### src/rtl/dfl_alloc_pkg.sv
package dfl_alloc_pkg;
   localparam int NPORT = 4;
   localparam int IDX_W = 2;

   // one-hot of the lowest set bit (zero when none)
   function automatic logic [NPORT-1:0] pick_low(input logic [NPORT-1:0] m);
      return m & (~m + NPORT'(1));
   endfunction
endpackage

### src/rtl/dfl_cmp_swap.sv
module dfl_cmp_swap #(
   parameter int RW = 16,
   parameter int KW = 8
) (
   input  logic [RW-1:0] a_i,
   input  logic [RW-1:0] b_i,
   output logic [RW-1:0] lo_o,
   output logic [RW-1:0] hi_o
);
   generate
      if (KW > RW || KW < 1) begin : g_bad
         $error("dfl_cmp_swap: key width must lie within record width");
      end
   endgenerate

   logic b_first;
   assign b_first = b_i[RW-1 -: KW] < a_i[RW-1 -: KW];
   assign lo_o    = b_first ? b_i : a_i;
   assign hi_o    = b_first ? a_i : b_i;
endmodule

### src/rtl/dfl_age_sorter.sv
module dfl_age_sorter
   import dfl_alloc_pkg::*;
#(
   parameter int RW = 16,
   parameter int KW = 8
) (
   input  logic [NPORT-1:0][RW-1:0] rec_i,
   output logic [NPORT-1:0][RW-1:0] rec_o
);
   logic [NPORT-1:0][RW-1:0] st1, st2;

   // stage 1: neighbouring pairs
   dfl_cmp_swap #(.RW(RW), .KW(KW)) u_s1a (.a_i(rec_i[0]), .b_i(rec_i[1]), .lo_o(st1[0]), .hi_o(st1[1]));
   dfl_cmp_swap #(.RW(RW), .KW(KW)) u_s1b (.a_i(rec_i[2]), .b_i(rec_i[3]), .lo_o(st1[2]), .hi_o(st1[3]));
   // stage 2: best and worst of each pair meet
   dfl_cmp_swap #(.RW(RW), .KW(KW)) u_s2a (.a_i(st1[0]), .b_i(st1[2]), .lo_o(st2[0]), .hi_o(st2[2]));
   dfl_cmp_swap #(.RW(RW), .KW(KW)) u_s2b (.a_i(st1[1]), .b_i(st1[3]), .lo_o(st2[1]), .hi_o(st2[3]));
   // stage 3: middle pair
   dfl_cmp_swap #(.RW(RW), .KW(KW)) u_s3  (.a_i(st2[1]), .b_i(st2[2]), .lo_o(rec_o[1]), .hi_o(rec_o[2]));
   assign rec_o[0] = st2[0];
   assign rec_o[3] = st2[3];
endmodule

### src/rtl/dfl_port_chain.sv
module dfl_port_chain
   import dfl_alloc_pkg::*;
#(
   parameter int RW = 16
) (
   input  logic [NPORT-1:0][RW-1:0]    rec_i,
   output logic [NPORT-1:0][NPORT-1:0] rank_gnt_o,
   output logic [NPORT-1:0]            rank_defl_o
);
   logic [NPORT:0][NPORT-1:0] free_c;
   assign free_c[0] = '1;

   for (genvar r = 0; r < NPORT; r++) begin : g_rank
      logic             vld;
      logic [NPORT-1:0] want, hit;
      assign vld  = ~rec_i[r][RW-1];
      assign want = rec_i[r][NPORT-1:0];
      assign hit  = want & free_c[r];

      always_comb begin
         rank_gnt_o[r]  = '0;
         rank_defl_o[r] = 1'b0;
         if (vld) begin
            if (hit != '0) begin
               rank_gnt_o[r] = pick_low(hit);
            end else begin
               rank_gnt_o[r]  = pick_low(free_c[r]);
               rank_defl_o[r] = 1'b1;
            end
         end
      end

      assign free_c[r+1] = free_c[r] & ~rank_gnt_o[r];
   end
endmodule

### src/rtl/dfl_port_alloc.sv
module dfl_port_alloc
   import dfl_alloc_pkg::*;
#(
   parameter int N_IN  = 4,
   parameter int AGE_W = 8
) (
   input  logic                   clk,
   input  logic                   rst,
   input  logic [N_IN-1:0]        in_vld,
   input  logic [N_IN-1:0]        in_inj,
   input  logic [N_IN*AGE_W-1:0]  in_ts,
   input  logic [N_IN*N_IN-1:0]   in_want,
   output logic [N_IN*N_IN-1:0]   gnt_o,
   output logic [N_IN-1:0]        defl_o
);
   localparam int KW = 2 + AGE_W + IDX_W;
   localparam int RW = KW + NPORT;

   generate
      if (N_IN != NPORT) begin : g_bad_n
         $error("dfl_port_alloc: the sort network is built for exactly four inputs");
      end
      if (AGE_W < 1 || AGE_W > 32) begin : g_bad_age
         $error("dfl_port_alloc: AGE_W out of range");
      end
   endgenerate

   logic [NPORT-1:0][AGE_W-1:0] ts_a;
   logic [NPORT-1:0][NPORT-1:0] want_a;
   assign ts_a   = in_ts;
   assign want_a = in_want;

   // record: {not-valid, injected, timestamp, index, want}; smaller key ranks higher
   logic [NPORT-1:0][RW-1:0] rec_in, rec_srt;
   for (genvar i = 0; i < NPORT; i++) begin : g_rec
      assign rec_in[i] = {~in_vld[i], in_inj[i], ts_a[i], IDX_W'(i), want_a[i]};
   end

   dfl_age_sorter #(.RW(RW), .KW(KW)) u_sort (.rec_i(rec_in), .rec_o(rec_srt));

   logic [NPORT-1:0][NPORT-1:0] rank_gnt;
   logic [NPORT-1:0]            rank_defl;
   dfl_port_chain #(.RW(RW)) u_chain (.rec_i(rec_srt), .rank_gnt_o(rank_gnt), .rank_defl_o(rank_defl));

   logic [NPORT-1:0][NPORT-1:0] gnt_d, gnt_q;
   logic [NPORT-1:0]            defl_d, defl_q;

   always_comb begin
      gnt_d  = '0;
      defl_d = '0;
      for (int r = 0; r < NPORT; r++) begin
         gnt_d[rec_srt[r][NPORT +: IDX_W]]  = rank_gnt[r];
         defl_d[rec_srt[r][NPORT +: IDX_W]] = rank_defl[r];
      end
   end

   always_ff @(posedge clk) begin
      if (rst) begin
         gnt_q  <= '0;
         defl_q <= '0;
      end else begin
         gnt_q  <= gnt_d;
         defl_q <= defl_d;
      end
   end

   assign gnt_o  = gnt_q;
   assign defl_o = defl_q;

   // per-port column of the registered grants
   logic [NPORT-1:0][NPORT-1:0] col_q;
   always_comb begin
      for (int p = 0; p < NPORT; p++)
         for (int i = 0; i < NPORT; i++)
            col_q[p][i] = gnt_q[i][p];
   end

   for (genvar i = 0; i < NPORT; i++) begin : g_chk
      a_r2_one_port: assert property (@(posedge clk) disable iff (rst)
         (!$past(rst) && $past(in_vld[i])) |-> ($countones(gnt_q[i]) == 1));
      a_r3_idle_quiet: assert property (@(posedge clk) disable iff (rst)
         (!$past(rst) && !$past(in_vld[i])) |-> (gnt_q[i] == '0 && !defl_q[i]));
      a_r6_productive: assert property (@(posedge clk) disable iff (rst)
         (!$past(rst) && $past(in_vld[i]) && !defl_q[i]) |-> ((gnt_q[i] & $past(want_a[i])) != '0));
      a_r7_deflect_away: assert property (@(posedge clk) disable iff (rst)
         (!$past(rst) && defl_q[i]) |-> ((gnt_q[i] & $past(want_a[i])) == '0));
      a_r4_port_once: assert property (@(posedge clk) disable iff (rst)
         $onehot0(col_q[i]));
   end
endmodule

### config.mk
export PLATFORM = sky130hd
export DESIGN_NAME = dfl_port_alloc
export DESIGN_NICKNAME = d
export VERILOG_FILES = /design/src/rtl/dfl_alloc_pkg.sv /design/src/rtl/dfl_cmp_swap.sv /design/src/rtl/dfl_age_sorter.sv /design/src/rtl/dfl_port_chain.sv /design/src/rtl/dfl_port_alloc.sv
export SDC_FILE = /design/constraint.sdc
export NUM_CORES = 1
export LEC_CHECK = 0
export ABC_AREA = 1
export CAP_MARGIN = 25
export CORE_ASPECT_RATIO = 1.2
export CORE_MARGIN = 4
export CORE_UTILIZATION = 58
export DETAILED_ROUTE_END_ITERATION = 12
export DONT_BUFFER_PORTS = 1
export PLACE_DENSITY = 0.74
export SLEW_MARGIN = 25
export SYNTH_ARGS = -nofsm -noshare
export SYNTH_HDL_FRONTEND = slang
export SYNTH_SLANG_ARGS = --single-unit
### constraint.sdc
create_clock -name clk -period 9.5 [get_ports clk]
set_input_delay 0.95 -clock clk [delete_from_list [all_inputs] [get_ports clk]]
set_output_delay 0.95 -clock clk [all_outputs]
set_load 0.1 [all_outputs]
==> results.yml, run 1 <==
placed_design:
  place_congestion: 0.9616
  io_buffers: 0
  post-place-cells: 780
  hpwl_um: 10400
clock_tree:
  post_cts_buffers: 0
  cts_sinks: 20
  root_buffer: "clkbuf_8"
  cts_buffers: 3
  cts_max_level: 1
  clk_pin_slew_ps: 70
  postCtsHoldBufs: 0
  ctsResizeCount: 0
  cts_tree: "done"
  cts_max_path_buffers: 2
routing:
  drc: 0
  ant_nets: 0
  vias: 4654
  drt-wirelength-per-cell_um: 15.80
  wl_um: 12390
  viasPerCell: 5.936
  firstDrtPassIters: 5
  drt_iter0_drc: 334
sta:
  finalCritPeriodShare_pct: 86.62
  relSlewSlack_pct: 34.74
  rsz0062_at_grt: "false"
  setup_tns_ps: 0
  hold_viol: 0
  fmax_mhz: 121.5
  worst_slew_pin_slew_ps: 977.6
  report.final.slew_viol_count: 0
  finalSetupViolCount: 0
  period_needed_ps: 8229
worst_setup_path:
  critPathMostFrequentCell: "nand2_1"
  cp.required_ps: 9630
  end_kind: "flip-flop"
  start_kind: "primary input"
  path_max_fanout: 36
  crit_arrival_ps: 8360
  cp_slowest_cell: "inv_1"
  slowest_delay_ps: 760
  crit_type: "in -> reg"
grt:
  gr-total-overflow: 0
  grt_max_degree: 37
  grt_pass1_vias: 4410
  grt_pass1_wl_um: 20020
  antenna_found_initial: 0
  grt_usage_pct: 28.68
synth:
  avgSynthCellArea_sq_um: 5.824
  synth.area.mux_share_pct: 0.2410
  synth_area_sq_um: 4153
  ys_seq_area_share_pct: 9.641
  ys.flop_type: "dfxtp_1"
  synthSimpleGateAreaFrac_pct: 39.02
  synth-adder-area-share_pct: 14.16
  synth.distinct_cells: 41
  synth_edf_count: 0
  synthesis.nets: 818
  synth_compound_area_share_pct: 24.92
  yosys_warnings: 0
  synth_xor_area_share_pct: 0
  async_flop_share_pct: 0
  synth_top_family_by_area: "simple AND/OR/NAND/NOR gates"
  syn-instance-count: 713
  synth-seq-cells: 20
layout:
  antenna_cells: 0
  num-nets-final: 803
  layout-drive-gt1-share_pct: 9.613
  layoutNonFillerInstCount: 784
  syn2layout_area_growth_pct: 2.230
status:
  status: "finished clean"
floorplanning:
  ioPinCount: 78
  dieArea_sq_um: 8583
  die_w_um: 85.25
  start_util_pct: 60.23
  rows: 33
  core-area_sq_um: 6895
  die_h_um: 100.7
hold_path:
  hold_class: "in -> reg"
flow_run:
  cap_violations: 0
pwr:
  p_leak_nw: 2.170
  irDropWorstVdd_mv: 0.2720
  total_power_mw: 1.544
  p_per_area_nw_per_um2: 363.8
[worst paths after layout]
path | to | from | cells after the start | slack, ps
worst min-delay path | gnt_o[4] | rst | 1 | 750
worst max-delay path | gnt_o[11] | in_ts[21] | 35 | 1270
[final cells by class]
cell class | count | area [sq um]
repair buffers | 1 | 7.507
well taps | 87 | 108.9
flip-flops and latches | 20 | 400.4
inverters | 107 | 404.1
multi-input cells | 565 | 3253
clock inverters | 1 | 30.03
clock buffers | 3 | 41.29
fillers | 690 | 2650
[sequential cells by signal (all words and copies together), names as in the netlist]
signal / cells
gnt_o: 16
defl_o: 4
[power breakdown]
| part | switching [mW] | internal (mW) | leakage, nW |
|---|---|---|---|
| clock network | 0.0275 | 0.0563 | 0.0357 |
| logic | 0.783 | 0.321 | 1.97 |
| registers | 0.241 | 0.116 | 0.164 |
[worst max-delay path: cells and delay by family]
family / cells / cell delay [ps]
adder cells (fa/ha/maj): 3 / 1040
AND/OR/NAND/NOR: 17 / 2640
buffers and inverters: 4 / 920
AO/OA/AOI/OAI: 11 / 2780
[layout by cell type (no fill, tap or decap), types with 3 or more instances in the layout]
cell and n:
a21oi_1 34, a21oi_2 6, a22oi_1 4, clkbuf_8 3, clkinv_1 5, dfxtp_1 20, ha_1 47, inv_1 98
inv_2 3, nand2_1 200, nand2_2 13, nand2_4 9, nand3_1 24, nand3_2 9, nand3_4 3, nand3b_1 3
nand4_1 9, nor2_1 51, nor2_2 4, nor2_4 4, nor3_1 4, o2111ai_1 3, o21ai_0 105, o21ai_1 4
o21ai_2 4, o31ai_1 5, o41ai_1 6
[routing by layer]
| layer | share of wire [%] | track usage [%] | vias to the layer above |
|---|---|---|---|
| met3 | 4.9 | 2.944 | 61 |
| met1 | 36 | 28.87 | 2068 |
| li1 | - | - | 2320 |
| met4 | 6.3 | 17.42 | 0 |
| met2 | 52 | 55.62 | 205 |
| met5 | 0 | 0 | - |
[cells in the mapped netlist (13+ instances only)]
master	count	area, sq um
nand3_1	24	120.1
inv_1	98	367.9
nand2_1	200	750.7
clkbuf_1	17	63.81
nand2_2	13	81.33
a21oi_1	34	170.2
nor2_1	51	191.4
o21ai_0	105	525.5
dfxtp_1	20	400.4
ha_1	47	588.1
[stage by stage]
step                      hold slack, ps  utilization (%)  cell area, sq um  setup slack [ps]
final                              752.0            61.57              4245              1271
after global placement              1023            60.53              4174              1325
after floorplan                     1019                -              4153              2262
after global routing               745.6            61.57              4245             366.6
after detailed placement            1025            60.53              4174              1066
after CTS                          748.4            61.57              4245              1339
[cells by family after synthesis]
family | count (synthesis)
adders and majority gates | 47
muxes | 1
buffers and inverters | 128
AOI/OAI and AO/OA | 180
and+or+nand+nor | 337
DFF | 20
No activity file was read; power rests on OpenSTA's default activity.
==> run 2, diff against run 1 <==
- CTS_CLUSTER_DIAMETER: default -> 150
- MAX_ROUTING_LAYER: default -> met4
==> results.yml, run 2 (synthesis results as in run 1) <==
sta:
  relSlewSlack_pct: 35.21
  fmax_mhz: 122.1
  period_needed_ps: 8190
  finalSetupViolCount: 0
  setup_tns_ps: 0
  rsz0062_at_grt: "false"
  hold_viol: 0
  finalCritPeriodShare_pct: 86.21
  worst_slew_pin_slew_ps: 970.5
  report.final.slew_viol_count: 0
status:
  status: "finished clean"
floorplanning:
  dieArea_sq_um: 8583
  start_util_pct: 60.23
  core-area_sq_um: 6895
  die_h_um: 100.7
  ioPinCount: 78
  rows: 33
  die_w_um: 85.25
worst_setup_path:
  slowest_delay_ps: 740
  end_kind: "flip-flop"
  path_buf_inv: 3
  cp_slowest_cell: "inv_1"
  crit_arrival_ps: 8310
  cp.required_ps: 9620
  critPathMostFrequentCell: "a21oi_1"
  start_kind: "primary input"
  path_max_fanout: 36
  critPathTopFamily: "compound AO/OA/AOI/OAI gates"
  crit_type: "in -> reg"
pwr:
  power_frac_comb_pct: 71.5
  sw_frac_of_total_pct: 68.12
  seq_power_share_pct: 23.1
  p_leak_nw: 2.165
  p_per_area_nw_per_um2: 363.8
  clkPwrFrac_pct: 5.4
  intPower_uw: 491.4
  irDropWorstVdd_mv: 0.2526
  p_sw_mw: 1.050
layout:
  syn2layout_area_growth_pct: 2.049
  fin_util_pct: 61.46
  num-nets-final: 802
  layout_commonest_cell: "nand2_1"
  antenna_cells: 0
  largest_reg_flops: 16
  final_cell_mix: "200 x nand2_1, 105 x o21ai_0, 98 x inv_1, 51 x nor2_1, 47 x ha_1"
  layout-drive-gt1-share_pct: 9.483
routing:
  ant_nets: 0
  wl_um: 12670
  vias: 4603
  drc: 0
  drt-wirelength-per-cell_um: 16.19
  drt_iter0_drc: 219
  viasPerCell: 5.879
  firstDrtPassIters: 5
clock_tree:
  cts_sinks: 20
  post_cts_buffers: 0
  postCtsHoldBufs: 0
  clk_pin_slew_ps: 70
  root_buffer: "clkbuf_8"
  cts_tree: "done"
  cts_max_level: 1
  cts_buffers: 3
  cts_max_path_buffers: 2
  ctsResizeCount: 0
placed_design:
  io_buffers: 0
  hpwl_um: 10660
  place_congestion: 1.043
grt:
  gr-total-overflow: 0
  grt_usage_pct: 30.09
  antenna_found_initial: 0
  grt_max_degree: 37
  grt_pass1_vias: 4412
  grt_pass1_wl_um: 20340
hold_path:
  hold_class: "in -> reg"
flow_run:
  cap_violations: 0
## run 2: cell types whose count changed in the layout (fill, tap and decap cells not counted)
cell / delta
buf_4: -1
## run 2: power by group through the flow
stage	Clock, mW	Combinational [mW]	Sequential (mW)
finish	0.0838	1.10	0.356
global route	0.0860	1.22	0.359
CTS	0.0836	1.08	0.358
detailed placement	0	1.08	0.359
global placement	0	1.07	0.359
floorplan	0	0.866	0.354
## run 2: cell type report
cell class	count	area, sq um
Clock buffer	3	41.29
Fill cell	661	2658
Tap cell	87	108.9
Inverter	107	404.1
Clock inverter	1	30.03
Multi-Input combinational cell	565	3253
Sequential cell	20	400.4
## run 2: stage by stage
stage / cell area, sq um / std cells / hold slack [ps] / power (mW) / setup slack, ps
floorplan: 4153 / 713 / 1019 / 1.221 / 2262
global placement: 4167 / 779 / 1021 / 1.425 / 1345
detailed placement: 4167 / 779 / 1030 / 1.437 / 1141
CTS: 4238 / 783 / 757.3 / 1.524 / 1391
global route: 4238 / 783 / 755.0 / 1.669 / 462.5
finish: 4238 / 783 / 754.2 / 1.542 / 1310
## run 2: worst paths after layout
| check | end | startpoint | slack (ps) | cells after the start |
|---|---|---|---|---|
| setup / recovery | gnt_o[3] | in_ts[21] | 1310 | 36 |
| hold / removal | gnt_o[4] | rst | 750 | 1 |
## run 2: metal layers
metal  up-vias  global-route usage, %  share of wire (%)
li1       2315                      -                  -
met1      2071                  28.87                 36
met2       160                  58.61                 55
met3        57                  3.107                4.4
met4         0                  15.23                5.4
met5         -                      -                  0
==> run 3, diff against run 2 <==
--- a/config.mk
+++ b/config.mk
@@ -14,4 +14,5 @@
 export DETAILED_ROUTE_END_ITERATION = 12
 export DONT_BUFFER_PORTS = 1
+export GPL_ROUTABILITY_DRIVEN = 1
 export MAX_ROUTING_LAYER = met4
 export PLACE_DENSITY = 0.74
==> constraint.sdc (replaced) <==
create_clock -name clk -period 9.5 [get_ports clk]
set_input_delay 1.9 -clock clk [delete_from_list [all_inputs] [get_ports clk]]
set_output_delay 1.9 -clock clk [all_outputs]
set_load 0.1 [all_outputs]
==> results.yml, run 3 (synthesis results as in run 1) <==
status:
  status: "finished clean"
sta:
  relSlewSlack_pct: 33.21
  finalSetupViolCount: 0
  report.final.slew_viol_count: 0
  final.setup.worst_slack_ps: 988.4
  worst_slew_pin_slew_ps: 1001
  period_needed_ps: 8512
  fmax_mhz: 117.5
  finalCritPeriodShare_pct: 89.60
  setup_tns_ps: 0
  hold_viol: 0
  rsz0062_at_grt: "false"
worst_setup_path:
  start_kind: "primary input"
  path_max_fanout: 36
  startpoint: "in_vld[1]"
  end_kind: "flip-flop"
  crit_type: "in -> reg"
  crit_cells: 41
  critPathMostFrequentCell: "nand2_2"
  path_buf_inv: 6
  critPathTopFamily: "simple AND/OR/NAND/NOR gates"
  crit_arrival_ps: 8700
  crit_end: "gnt_o[13]"
  cp_slowest_cell: "clkinv_1"
  slowest_delay_ps: 410
  cp.required_ps: 9690
grt:
  grt_usage_pct: 30.64
  grt_max_degree: 37
  gr-total-overflow: 0
  antenna_found_initial: 0
  grt_pass1_wl_um: 20730
  grt_pass1_vias: 4381
clock_tree:
  post_cts_buffers: 0
  cts_max_path_buffers: 2
  cts_buffers: 3
  root_buffer: "clkbuf_8"
  clk_pin_slew_ps: 80
  postCtsHoldBufs: 0
  cts_sinks: 20
  cts_tree: "done"
  ctsResizeCount: 0
  cts_max_level: 1
placed_design:
  pre_cts_slack_ps: 854.6
  place_area_sq_um: 4189
  hpwl_um: 10740
  place_congestion: 0.9964
  io_buffers: 0
routing:
  ant_nets: 0
  wl_um: 12780
  vias: 4621
  firstDrtPassIters: 5
  viasPerCell: 5.879
  drc: 0
  drt_iter0_drc: 308
  drt-wirelength-per-cell_um: 16.25
floorplanning:
  start_util_pct: 60.23
  core-area_sq_um: 6895
  die_w_um: 85.25
  ioPinCount: 78
  dieArea_sq_um: 8583
  die_h_um: 100.7
  rows: 33
hold_path:
  hold_class: "in -> reg"
layout:
  syn2layout_area_growth_pct: 2.591
  layout-drive-gt1-share_pct: 9.871
  antenna_cells: 0
  largest_reg_flops: 16
  layout_commonest_cell: "nand2_1"
  final_cell_mix: "200 x nand2_1, 105 x o21ai_0, 98 x inv_1, 51 x nor2_1, 47 x ha_1"
  num-nets-final: 805
  fin_area_sq_um: 4260
pwr:
  p_leak_nw: 2.179
  irDropWorstVdd_mv: 0.2501
  total_power_mw: 1.561
  p_per_area_nw_per_um2: 366.4
flow_run:
  cap_violations: 0
run 3: cell count changes in the layout (fill, tap and decap cells not counted):
cell   delta
buf_4     +3
run 3: area by class of cell:
class	count	area, sq um
flip-flops and latches	20	400.4
fillers	692	2635
inverters	107	404.1
repair buffers	3	22.52
clock inverters	1	30.03
well taps	87	108.9
multi-input cells	565	3253
clock buffers	3	41.29
run 3: how the worst min path moves through the flow:
stage	from	endpoint	depth (start not counted)
floorplan	rst	gnt_o[4]	1
CTS	rst	gnt_o[4]	1
global placement	rst	gnt_o[4]	1
global route	rst	gnt_o[4]	1
finish	rst	gnt_o[4]	1
detailed placement	rst	gnt_o[4]	1
run 3: metal layers:
| layer | vias to the layer above | wire (um) | global-route usage, % | part of all wire [%] |
|---|---|---|---|---|
| met5 | - | 0 | - | 0 |
| met3 | 65 | 572 | 3.352 | 4.5 |
| met4 | 0 | 867 | 19.85 | 6.8 |
| met2 | 175 | 6713 | 55.38 | 53 |
| met1 | 2063 | 4622 | 31.06 | 36 |
| li1 | 2318 | - | - | - |
run 3: stage by stage:
stage | hold slack (ps) | util (%) | instances
2_1_floorplan | 1969 | - | 713
3_3_place_gp | 1974 | 60.75 | 782
3_5_place_dp | 1975 | 60.75 | 782
4_1_cts | 1697 | 61.79 | 786
5_1_grt | 1691 | 61.79 | 786
6_report | 1696 | 61.79 | 786
run 3: power breakdown:
part / switching [mW] / internal, mW / leakage (nW)
sequential: 0.241 / 0.116 / 0.164
combinational: 0.794 / 0.326 / 1.98
clock: 0.0281 / 0.0563 / 0.0357
